<file path="src/rtl/ldst_lane_align.sv">
module ldst_lane_align #(
  parameter bit REG_OUT = 1'b1
) (
  input  logic        clk,
  input  logic        rst_n,
  input  logic [2:0]  ld_kind,
  input  logic [31:0] rd_word,
  input  logic [1:0]  addr_lo,
  input  logic [1:0]  st_size,
  input  logic [31:0] st_src,
  output logic [31:0] ld_value,
  output logic [31:0] st_word,
  output logic [3:0]  st_mask
);

  localparam logic [2:0] K_WORD  = 3'd0;
  localparam logic [2:0] K_UBYTE = 3'd1;
  localparam logic [2:0] K_UHALF = 3'd2;
  localparam logic [2:0] K_SBYTE = 3'd3;
  localparam logic [2:0] K_SHALF = 3'd4;

  localparam logic [1:0] S_BYTE = 2'd0;
  localparam logic [1:0] S_HALF = 2'd1;
  localparam logic [1:0] S_WORD = 2'd2;

  function automatic logic [31:0] rot_bytes(input logic [31:0] x, input logic [1:0] n);
    logic [63:0] dbl;
    dbl = {x, x} >> {n, 3'b000};
    return dbl[31:0];
  endfunction

  logic [7:0]  lane_b;
  logic [15:0] lane_h;
  logic [31:0] ld_c, st_c;
  logic [3:0]  be_c;

  assign lane_b = rd_word[{addr_lo, 3'b000} +: 8];
  assign lane_h = addr_lo[1] ? rd_word[31:16] : rd_word[15:0];

  always_comb begin
    case (ld_kind)
      K_WORD:  ld_c = rot_bytes(rd_word, addr_lo);
      K_UBYTE: ld_c = {24'b0, lane_b};
      K_SBYTE: ld_c = {{24{lane_b[7]}}, lane_b};
      K_UHALF: ld_c = rot_bytes({16'b0, lane_h}, {1'b0, addr_lo[0]});
      K_SHALF: ld_c = addr_lo[0] ? rot_bytes({{24{lane_b[7]}}, lane_b}, 2'd1)
                                 : {{16{lane_h[15]}}, lane_h};
      default: ld_c = '0;
    endcase
  end

  always_comb begin
    case (st_size)
      S_BYTE: begin
        st_c = {4{st_src[7:0]}};
        be_c = 4'b0001 << addr_lo;
      end
      S_HALF: begin
        st_c = {2{st_src[15:0]}};
        be_c = addr_lo[1] ? 4'b1100 : 4'b0011;
      end
      S_WORD: begin
        st_c = st_src;
        be_c = 4'b1111;
      end
      default: begin
        st_c = '0;
        be_c = 4'b0000;
      end
    endcase
  end

  generate
    if (REG_OUT) begin : g_reg
      always_ff @(posedge clk or negedge rst_n) begin
        if (!rst_n) begin
          ld_value <= '0;
          st_word  <= '0;
          st_mask  <= '0;
        end else begin
          ld_value <= ld_c;
          st_word  <= st_c;
          st_mask  <= be_c;
        end
      end

      a_r11_reset_clear: assert property (@(posedge clk)
        !rst_n |=> (ld_value == '0 && st_word == '0 && st_mask == '0));

      a_r2_ubyte_upper_zero: assert property (@(posedge clk) disable iff (!rst_n)
        ($past(rst_n) && $past(ld_kind) == K_UBYTE) |-> ld_value[31:8] == 24'b0);

      a_r3_sbyte_extends: assert property (@(posedge clk) disable iff (!rst_n)
        ($past(rst_n) && $past(ld_kind) == K_SBYTE) |-> ld_value[31:8] == {24{ld_value[7]}});

      a_r5_shalf_even_extends: assert property (@(posedge clk) disable iff (!rst_n)
        ($past(rst_n) && $past(ld_kind) == K_SHALF && !$past(addr_lo[0]))
        |-> ld_value[31:16] == {16{ld_value[15]}});

      a_r6_shalf_odd_layout: assert property (@(posedge clk) disable iff (!rst_n)
        ($past(rst_n) && $past(ld_kind) == K_SHALF && $past(addr_lo[0]))
        |-> ld_value[23:0] == {24{ld_value[31]}});

      a_r7_reserved_zero: assert property (@(posedge clk) disable iff (!rst_n)
        ($past(rst_n) && $past(ld_kind) > K_SHALF) |-> ld_value == '0);

      a_r9_byte_mask_onehot: assert property (@(posedge clk) disable iff (!rst_n)
        ($past(rst_n) && $past(st_size) == S_BYTE) |-> ($onehot0(st_mask) && st_mask != 4'b0));

      a_r9_half_mask_pair: assert property (@(posedge clk) disable iff (!rst_n)
        ($past(rst_n) && $past(st_size) == S_HALF)
        |-> ($countones(st_mask) == 2 && st_mask[0] == st_mask[1]));

      a_r10_none_quiet: assert property (@(posedge clk) disable iff (!rst_n)
        ($past(rst_n) && $past(st_size) == 2'd3) |-> (st_mask == 4'b0 && st_word == '0));
    end else begin : g_comb
      assign ld_value = ld_c;
      assign st_word  = st_c;
      assign st_mask  = be_c;

      a_r8_word_passes: assert property (@(posedge clk) disable iff (!rst_n)
        st_size == S_WORD |-> (st_word == st_src && st_mask == 4'b1111));

      a_r2_ubyte_upper_zero: assert property (@(posedge clk) disable iff (!rst_n)
        ld_kind == K_UBYTE |-> ld_value[31:8] == 24'b0);

      a_r3_sbyte_extends: assert property (@(posedge clk) disable iff (!rst_n)
        ld_kind == K_SBYTE |-> ld_value[31:8] == {24{ld_value[7]}});

      a_r10_none_quiet: assert property (@(posedge clk) disable iff (!rst_n)
        st_size == 2'd3 |-> (st_mask == 4'b0 && st_word == '0));
    end
  endgenerate

endmodule

</file>
<file path="config.mk">
export PLATFORM = sky130hd
export DESIGN_NAME = ldst_lane_align
export DESIGN_NICKNAME = d
export VERILOG_FILES = /design/src/rtl/ldst_lane_align.sv
export SDC_FILE = /design/constraint.sdc
export NUM_CORES = 1
export LEC_CHECK = 0
export CAP_MARGIN = 0
export CORE_MARGIN = 2
export CORE_UTILIZATION = 35
export DETAILED_ROUTE_END_ITERATION = 10
export DONT_BUFFER_PORTS = 1
export PLACE_DENSITY = 0.56
export SLEW_MARGIN = 20
export SYNTH_ARGS = -nofsm -noshare
export SYNTH_HDL_FRONTEND = slang
export SYNTH_SLANG_ARGS = --single-unit
</file>
<file path="constraint.sdc">
create_clock -name clk -period 1 [get_ports clk]
set_input_delay 0.15 -clock clk [delete_from_list [all_inputs] [get_ports clk]]
set_output_delay 0.15 -clock clk [all_outputs]
set_load 0.1 [all_outputs]
</file>
After elaboration in Yosys (flattened, before gate mapping) --
Index checks and enable logic that the tools add are counted.
Cells by class: eq/ne operators 6, shift-type cells 4, muxes and demuxes 6, reductions and logical operators 2
Operators by type and width (number):
- $pmux 32 s5 | 1
- $pmux 32 s3 | 1
- $shr 64x5->32 | 1
- $shr 48x4->32 | 1
- $mux 32 | 1
- $shiftx 32x6->8 | 1
- $mux 16 | 1
- $pmux 4 s3 | 1
- $eq 3x2->1 const B | 2
- $mux 4 | 1
- $shl 1x2->4 const A | 1
- $eq 3x1->1 const B | 1
- $eq 3x3->1 const B | 1
- $logic_not 3->1 | 1
- $eq 2x1->1 const B | 1
- $eq 2x2->1 const B | 1
- $logic_not 2->1 | 1
Word-level totals: bits in registers 68, input bits 73, output and inout port bits 68, logic and storage cells 21

Depth between registers and ports, before layout --
Gate-level depths: netlist of the first run.
depth in word-level cells 3, mapped depth 7, gate-level depth less buffers 4

Worst setup path after synthesis of the first run --
OpenSTA, ideal clock, no wires.
path kind input to register, from in addr_lo[0], to reg ld_value[25], library setup time 0.145 ns, arrival time 1.274 ns, data required time 0.855 ns, setup slack -0.420 ns, stages 5, path buffers 1, cell sequence buf_6 > mux4_2 > nor3b_4 > a31oi_4 > a41oi_1
Between the ends: word-level cells in the longest chain between the ends 3, elaborated cells on any way between the ends 5, classes of those cells 3 x shift; 2 x mux
RTL lines:
- start: declaration | line 8 | input logic [1:0] addr_lo,
- $shiftx 32x6->8 | line 37 | assign lane_b = rd_word[{addr_lo, 3'b000} +: 8];
- $mux 32 | line 46 | K_SHALF: ld_c = addr_lo[0] ? rot_bytes({{24{lane_b[7]}}, lane_b}, 2'd1)
- $pmux 32 s5 (*) | line 41 | case (ld_kind)
- named net ld_c[25] | line 34 | logic [31:0] ld_c, st_c;
- end signal: assignment | line 81 | ld_value <= ld_c;
- end: declaration | line 11 | output logic [31:0] ld_value,
The timed path passes the listed nets; every way through them passes the cells marked *.

Worst setup path in the final report of the first run --
from reg ld_value[3], to out ld_value[3]
No word-level cell between the ends.

==> out/summary.txt, run 1 <==
# Max-Cap Violations -> 0
Worst-path cell chain -> buf_12
Outcome -> finished, violations left
Synth Area per Inst -> 9.94 µm²
CP endpoint kind -> output pin
Total CTS buffers -> 9
YS warnings -> 0
Clock sinks -> 68
Setup CP Type -> reg -> out
Slowest Stage Delay on Critical Path -> 450 ps
Syn Std Cell Area -> 0.00376 mm²
Final Hold Slack -> -515 ps
Final hold vios -> 68
H-tree depth -> 3
Post-route cell area -> 0.00618 mm²
Iteration-0 DRC Markers -> 327
Clock transition at path regs -> 90 ps
Mux contribution to synthesized area -> 17.1%
Share of layout cells above drive strength 1 -> 41.8%
Adder-cell share of the synthesized area -> 0%
Flops & latches, synth -> 68
Final period util -> 113%
Num ports -> 141
Grt total ovfl -> 0
CP top delay family -> flip-flops
Final WS setup -> -131 ps
Peak fanout along the critical path -> 1
Failing checks -> hold timing, setup timing
Post-Syn Instances -> 378
Core Area -> 0.0104 mm²
Synth top area cells -> dfrtp_1 (45%), mux2i_1 (9.1%), nand2_1 (5.0%)
F_max -> 0.884 GHz
Mapped Nets -> 451
Power per cell area -> 1540 mW/mm²
Largest net degree at the start of global routing -> 69
Die height -> 108 µm
Post-synth top cells -> dfrtp_1 (68), nand2_1 (50), mux2i_1 (34)
# rows -> 37
Asr flop ratio synth -> 100%
Largest family of logic cells by synthesized area -> compound AO/OA/AOI/OAI gates
Worst EP arrival -> 980 ps
Placer Congestion -> 0.875
Leak -> 2.70 nW
Max clock buf depth -> 2
Overall routed net length -> 12.3 mm
Die area -> 0.0116 mm²
Placed cells -> 575
Simple-Gate Fraction of Synth Area -> 14.5%
Critical-path top delay cell -> dfrtp_2
TritonCTS clock tree -> built
WL/cell -> 19.2 µm
Initial Util -> 36.2%
EDFF count, synth -> 0
Cell with the most instances after synthesis -> dfrtp_1
Initial antenna violation count -> 0
Synth unique cells -> 43
DR vias/cell -> 5.57
Hold buffers post-CTS -> 47
Yosys top cell area share -> 45.3%
Vias -> 3572
Crit path required time -> 850 ps
First-pass detailed-route iteration total -> 5
Category of the worst setup path launch point -> flip-flop
Root Driver -> clkbuf_8
Sequential fraction of the synthesis area -> 45.3%
Number of nets in the layout -> 573
Pwr Total -> 9.53 mW
First-pass GRT wire length -> 19.3 mm
Detailed Place HPWL -> 8.27 mm
Compound-Gate Fraction of Synth Area -> 17.6%
Vias in the first global route -> 3551
RSZ-0062 raised after global routing -> yes
Yosys top cell by area -> dfrtp_1
Final Non-Filler Cells -> 641
Minimum clock period -> 1130 ps
Chip width -> 108 µm
Worst slew pin tran -> 580 ps
Peak supply drop -> 877 µV
ANT cells -> 0
Place WS -> -452 ps
Xor and xnor area share after synthesis -> 0.233%
Setup violators final -> 76
Area grow syn2layout -> 64.5%
Final ANT Viol Nets -> 0
Hold Crit Class -> in -> async
Worst setup path startpoint -> ld_value[3]$_DFF_PN0_
Max transition margin -> 61.3%
Port Buffers -> 0
Main synth FF type -> dfrtp_1
Area after DPL -> 0.00539 mm²
Tot GR Track Use -> 21.7%
DRC viols -> 0
Final Slew Violations -> 0
Crit path buffers/inverters -> 1
layout make-up:
type                            instances  area (µm²)
Clock buffer                            9         124
Clock inverter                          7        83.8
Fill cell                             843        4190
Inverter                               11        41.3
Multi-Input combinational cell        270        1940
Sequential cell                        68        1780
Tap cell                              136         170
Timing Repair Buffer                  140        2040
state kept, by name (all words and copies together) (netlist names):
register  flops
st_mask       4
ld_value     32
st_word      32
cells in the final DEF (no fill, tap or decap), types with 6 or more instances in the layout:
| master | n |
|---|---|
| o21ai_0 | 9 |
| mux2_2 | 15 |
| o21ai_1 | 7 |
| buf_4 | 23 |
| clkbuf_8 | 9 |
| nand2_1 | 50 |
| o211ai_1 | 8 |
| buf_12 | 69 |
| dlygate4sd3_1 | 46 |
| a21o_1 | 16 |
| nand3_1 | 14 |
| inv_1 | 11 |
| mux2i_1 | 34 |
| mux4_2 | 6 |
| nor4_1 | 6 |
| a21oi_1 | 30 |
| dfrtp_2 | 66 |
| nor2_1 | 27 |
through the flow:
stage	TNS, ps	hold slack, ps	utilization [%]
final	-6170	-515	59.6
after CTS	-8300	-526	59.2
after floorplan	-9720	-146	-
after global routing	-8220	-531	59.6
after detailed placement	-11010	-141	52.0
after global placement	-10480	-141	52.0
routing by layer:
layer,global-route usage (%),vias up,share of wire (%)
li1,-,1619,-
met4,5.59,0,2.0
met5,0,-,0
met2,34.6,191,47
met3,6.42,32,9.8
met1,28.8,1730,41
worst max-delay path by stage:
| stage | endpoint | slack, ps | cells after the start |
|---|---|---|---|
| 6_report | ld_value[3] | -130 | 1 |
| 5_1_grt | ld_value[3] | -140 | 1 |
| 3_3_place_gp | ld_value[25]$_DFF_PN0_ | -410 | 4 |
| 2_1_floorplan | ld_value[25]$_DFF_PN0_ | -410 | 5 |
| 3_5_place_dp | ld_value[29]$_DFF_PN0_ | -450 | 4 |
| 4_1_cts | ld_value[3] | -140 | 1 |
cells by family after synthesis:
kind of cell | count (synthesis)
buffers and inverters | 41
AO/OA/AOI/OAI | 98
flip-flops | 68
XOR/XNOR | 1
multiplexers | 55
AND/OR/NAND/NOR | 115
repair_timing:
action                     4_1_cts  5_1_grt
setup endpoints to repair       85      100
resized for setup                5        7
buffers inserted                 2        0
pin swaps                        1        1
cloned                           1        0
hold endpoints to repair       110       68
power by group:
part / switching [mW] / internal [mW] / total (mW) / leakage, nW
Clock: 1.18 / 1.19 / 2.37 / 0.102
Combinational: 2.40 / 1.50 / 3.91 / 1.82
Sequential: 0.215 / 3.03 / 3.25 / 0.776
Power figures use the tool's default switching activity.
==> inputs of run 2 (changes only) <==
--- a/config.mk
+++ b/config.mk
@@ -10,6 +10,7 @@
 export CORE_UTILIZATION = 35
 export DETAILED_ROUTE_END_ITERATION = 10
 export DONT_BUFFER_PORTS = 1
+export MAX_ROUTING_LAYER = met4
 export PLACE_DENSITY = 0.56
 export SLEW_MARGIN = 20
 export SYNTH_ARGS = -nofsm -noshare
==> run 2 against run 1 <==
  * The flow still finishes with violations (hold timing, setup timing)
  * Critical path depth grew 3
  * Combinational power shrank 1%
  * Global-route usage grew 0.71 points
  * Final area shrank 1.2%
  * Sequential cell count is the same
  * Count of clock-buffer cells in the layout is the same
  * Highest routed layer unchanged
  * Sequential share of layout area grew 0.35 points
  * Sequential power is essentially flat
  * Largest cell class unchanged
==> out/summary.txt, run 2 (synthesis gave the netlist of run 1 again) <==
Max clock buf depth -> 2 (unchanged)
Core Area -> 0.0104 mm² (unchanged)
Hold buffers post-CTS -> 47 (unchanged)
Initial antenna violation count -> 0 (unchanged)
DR vias/cell -> 5.55 (-0.35%)
Overall routed net length -> 12.4 mm (+0.46%)
Met3 Use GR -> 6.05% (-0.36 points)
Max transition margin -> 60.7% (-0.64 points)
Minimum clock period -> 1130 ps (-1.37 ps)
Final ANT Viol Nets -> 0 (unchanged)
Placer Congestion -> 0.893 (+2.0%)
ANT cells -> 0 (unchanged)
Number of setup buffers added after CTS -> 0 (-2)
Root Driver -> clkbuf_8
Worst EP arrival -> 1330 ps (+350 ps)
Vias -> 3543 (-0.81%)
First-pass detailed-route iteration total -> 5 (unchanged)
Grt total ovfl -> 0 (unchanged)
F_max -> 0.885 GHz (+0.12%)
Final Slew Violations -> 0 (unchanged)
Commonest non-fill, non-tap cell in the layout -> buf_12
Category of the worst setup path launch point -> input pin
Tot GR Track Use -> 22.4% (+0.71 points)
CP endpoint kind -> flip-flop
TritonCTS clock tree -> built
Hold Crit Class -> in -> async
Met1 Usage GRT -> 29.5% (+0.66 points)
Iteration-0 DRC Markers -> 303 (-7.3%)
# rows -> 37 (unchanged)
Setup violators final -> 78 (+2.6%)
Clock transition at path regs -> 90 ps (about the same)
Pwr Total -> 9.44 mW (-0.86%)
Final hold vios -> 68 (unchanged)
Clock sinks -> 68 (unchanged)
Share of layout cells above drive strength 1 -> 41.0% (-0.75 points)
Power per cell area -> 1550 mW/mm² (+0.34%)
Setup CP Type -> in -> reg
Gr busiest metal -> met2
Post-route cell area -> 0.00611 mm² (-1.2%)
Crit path required time -> 1200 ps (+350 ps)
Outcome -> finished, violations left
Peak fanout along the critical path -> 52 (+51)
Detailed Place HPWL -> 8.34 mm (+0.79%)
Peak supply drop -> 792 µV (-9.7%)
Final WS setup -> -129 ps (+1.37 ps)
Most frequent cells in the layout -> buf_12 (68), dfrtp_2 (66), nand2_1 (50), dlygate4sd3_1 (46), mux2i_1 (34)
Worst slew pin tran -> 590 ps (+9.62 ps)
Area grow syn2layout -> 62.6%
Initial Util -> 36.2% (unchanged)
First-pass GRT wire length -> 19.3 mm (+0.32%)
Final period util -> 113% (-0.14 points)
Num ports -> 141 (unchanged)
RSZ-0062 raised after global routing -> yes
Leak -> 2.67 nW (-0.86%)
# Max-Cap Violations -> 0 (unchanged)
Total CTS buffers -> 9 (unchanged)
Failing checks -> hold timing, setup timing
H-tree depth -> 3 (unchanged)
Area after DPL -> 0.00538 mm² (-0.14%)
Vias in the first global route -> 3553 (+0.056%)
Die height -> 108 µm (unchanged)
Largest net degree at the start of global routing -> 69 (unchanged)
Die area -> 0.0116 mm² (unchanged)
DRC viols -> 0 (unchanged)
Port Buffers -> 0 (unchanged)
M2 GR Usage -> 34.2% (-0.40 points)
Chip width -> 108 µm (unchanged)
Biggest regs -> ld_value x32, st_word x32, st_mask x4
WL/cell -> 19.4 µm (+0.93%)
Final Hold Slack -> -505 ps (+9.50 ps)
Number of nets in the layout -> 570 (-0.52%)
run 2: changes by cell type in the layout (fill, tap and decap cells not counted), moves of 2 or more:
cell | before | now
a31oi_1 | 3 | 6
a31oi_4 | 5 | 3
clkinv_4 | 2 | 0
inv_6 | 2 | 4
run 2: final cells by class:
type                       instances  area [µm²]
tap                              136         170
timing repair buffer             137        2000
fill                             845        4260
clock inverter                     7        80.1
multi-input combinational        270        1910
clock buffer                       9         124
sequential                        68        1780
inverter                          11        41.3
run 2: how the worst max path moves through the flow:
stage / cells past startpoint / end / from / slack, ps
finish: 4 / ld_value[25]$_DFF_PN0_ / addr_lo[0] / -130
global route: 1 / ld_value[27] / ld_value[27]$_DFF_PN0_ / -130
CTS: 1 / ld_value[24] / ld_value[24]$_DFF_PN0_ / -120
detailed placement: 4 / ld_value[22]$_DFF_PN0_ / addr_lo[0] / -450
global placement: 4 / ld_value[20]$_DFF_PN0_ / addr_lo[0] / -420
floorplan: 5 / ld_value[25]$_DFF_PN0_ / addr_lo[0] / -410
run 2: critical path, stage by stage:
cell and delay, ps:
mux4_2 500, nor3b_4 210, a31oi_4 310, a41oi_2 150
run 2: timing repair:
item                                    CTS  global route
pin swaps                                 3             2
endpoints found under the setup margin   85           104
gates resized for setup                   3             6
gates cloned                              1             0
hold endpoints to repair                110            68
run 2: report_power, final:
| part | switching (mW) | internal [mW] | leakage [nW] |
|---|---|---|---|
| registers | 0.214 | 3.03 | 0.776 |
| logic | 2.39 | 1.47 | 1.80 |
| clock network | 1.15 | 1.19 | 0.0973 |
| total | 3.75 | 5.69 | 2.67 |
run 2: per-layer routing:
layer | share of wire [%] | up-vias
met2 | 49 | 186
met1 | 40 | 1736
met4 | 1.4 | 0
met3 | 9.4 | 16
li1 | - | 1605
met5 | 0 | -
run 2: through the flow:
| stage | hold slack (ps) | setup TNS, ps | setup slack [ps] | instances | util, % |
|---|---|---|---|---|---|
| global placement | -141 | -10600 | -421 | 574 | 51.9 |
| floorplan | -146 | -9720 | -411 | 378 | - |
| detailed placement | -141 | -11220 | -453 | 574 | 51.9 |
| finish | -505 | -6090 | -129 | 638 | 58.9 |
| global route | -536 | -8890 | -134 | 638 | 58.9 |
| CTS | -525 | -8500 | -124 | 638 | 58.7 |
==> inputs of run 3 (changes only) <==
--- a/config.mk
+++ b/config.mk
@@ -8,8 +8,10 @@
 export CAP_MARGIN = 0
 export CORE_MARGIN = 2
 export CORE_UTILIZATION = 35
+export CTS_CLUSTER_DIAMETER = 150
 export DETAILED_ROUTE_END_ITERATION = 10
 export DONT_BUFFER_PORTS = 1
+export HOLD_SLACK_MARGIN = 0.06
 export MAX_ROUTING_LAYER = met4
 export PLACE_DENSITY = 0.56
 export SLEW_MARGIN = 20
==> run 3 against run 2 <==
  * The flow still finishes with violations (hold timing, setup timing)
  * Sequential cell count unchanged
  * Critical endpoint unchanged
  * Critical path type unchanged
  * Worst hold slack hardly changed
  * Largest cell class unchanged
  * Routed wire length rose by 2.2%
==> out/summary.txt, run 3 (synthesis gave the netlist of run 1 again) <==
Final period util -> 112% (-0.52 points)
ANT cells -> 0 (unchanged)
Commonest non-fill, non-tap cell in the layout -> buf_12
First-pass detailed-route iteration total -> 4 (-1)
Final hold vios -> 68 (unchanged)
Area grow syn2layout -> 65.0%
Setup CP Type -> in -> reg
Vias -> 3593 (+1.4%)
Post-route cell area -> 0.00620 mm² (+1.5%)
Placed cells -> 574 (unchanged)
Port Buffers -> 0 (unchanged)
Overall routed net length -> 12.7 mm (+2.2%)
Number of nets in the layout -> 579 (+1.6%)
Hold Crit Class -> in -> async
Area after DPL -> 0.00538 mm² (unchanged)
Place WS -> -453 ps (unchanged)
Initial antenna violation count -> 0 (unchanged)
Pwr Total -> 9.50 mW (+0.57%)
Detailed Place HPWL -> 8.34 mm (unchanged)
Vias in the first global route -> 3655 (+2.9%)
Die height -> 108 µm (unchanged)
Core Area -> 0.0104 mm² (unchanged)
Final ANT Viol Nets -> 0 (unchanged)
Num ports -> 141 (unchanged)
F_max -> 0.890 GHz (+0.46%)
Placer Congestion -> 0.893 (unchanged)
Core Util, Final -> 59.8% (+0.88 points)
Final Non-Filler Cells -> 647 (+1.4%)
Crit path buffers/inverters -> 0 (unchanged)
H-tree depth -> 3 (unchanged)
CP endpoint kind -> flip-flop
Grt total ovfl -> 0 (unchanged)
CP top delay family -> multiplexers
Peak supply drop -> 794 µV (+0.29%)
Clock sinks -> 68 (unchanged)
Leak -> 2.72 nW (+1.5%)
TritonCTS clock tree -> built
DRC viols -> 0 (unchanged)
Max transition margin -> 61.9% (+1.2 points)
Critical-path top delay cell -> mux4_2
DR vias/cell -> 5.55 (about the same)
Total CTS buffers -> 9 (unchanged)
Worst-path cell chain -> mux4_2 -> nor3b_4 -> a31oi_4 -> a41oi_2
Largest net degree at the start of global routing -> 69 (unchanged)
Final Hold Slack -> -505 ps (+0.132 ps)
Crit path required time -> 1200 ps (about the same)
Max clock buf depth -> 2 (unchanged)
Outcome -> finished, violations left
Worst EP arrival -> 1320 ps (about the same)
Share of layout cells above drive strength 1 -> 40.7% (-0.33 points)
TNS Setup -> -6080 ps (+8.87 ps)
Failing checks -> hold timing, setup timing
Most frequent cells in the layout -> buf_12 (68), dfrtp_2 (66), dlygate4sd3_1 (54), nand2_1 (50), mux2i_1 (34)
Peak fanout along the critical path -> 52 (unchanged)
Initial Util -> 36.2% (unchanged)
RSZ-0062 raised after global routing -> yes
Tot GR Track Use -> 22.9% (+0.49 points)
Clock transition at path regs -> 80 ps (about the same)
Minimum clock period -> 1120 ps (-5.20 ps)
Power per cell area -> 1530 mW/mm² (-0.91%)
Final WS setup -> -124 ps (+5.20 ps)
Setup violators final -> 82 (+5.1%)
Final Slew Violations -> 0 (unchanged)
WL/cell -> 19.6 µm (+0.81%)
# rows -> 37 (unchanged)
First-pass GRT wire length -> 19.8 mm (+2.6%)
Root Driver -> clkbuf_8
Chip width -> 108 µm (unchanged)
Die area -> 0.0116 mm² (unchanged)
# Max-Cap Violations -> 0 (unchanged)
Category of the worst setup path launch point -> input pin
Iteration-0 DRC Markers -> 387 (+28%)
Slowest Stage Delay on Critical Path -> 500 ps (about the same)
Worst slew pin tran -> 572 ps (-17.7 ps)
Biggest regs -> ld_value x32, st_word x32, st_mask x4
[run 3: where the power goes]
| part | leakage (nW) | switching [mW] | total (mW) | internal, mW |
|---|---|---|---|---|
| clock network | 0.0973 | 1.15 | 2.33 | 1.19 |
| logic | 1.84 | 2.41 | 3.92 | 1.51 |
| registers | 0.776 | 0.213 | 3.24 | 3.03 |
[run 3: path summary, 6_finish.rpt]
kind / from / end / slack (ps) / depth (start not counted)
max in group asynchronous: rst_n / ld_value[13]$_DFF_PN0_ / 1370 / 0
min in group clk: addr_lo[1] / st_mask[3]$_DFF_PN0_ / 0 / 2
worst max-delay path: addr_lo[0] / ld_value[25]$_DFF_PN0_ / -120 / 4
worst min-delay path: rst_n / ld_value[24]$_DFF_PN0_ / -510 / 0
[run 3: timing repair]
item	CTS	global route
hold buffers	55	2
buffers inserted	0	0
setup endpoints to repair	85	110
cloned	1	1
gates resized for setup	3	8
pin swaps	3	7
endpoints found under the hold margin	132	81
[run 3: cell type report]
class                   count  area [µm²]
clock buffers               9         124
clock inverters             7        80.1
fillers                   834        4170
inverters                  11        41.3
multi-input cells         270        1910
flip-flops and latches     68        1780
well taps                 136         170
repair buffers            146        2090
[run 3: metal layers]
metal	share of wire [%]	global-route usage [%]	wire (µm)	vias to the layer above
met5	0	-	0	-
met4	1.9	7.42	237	0
met3	9.6	6.36	1210	21
met2	48	34.2	6140	205
met1	40	30.2	5070	1739
li1	-	-	-	1628
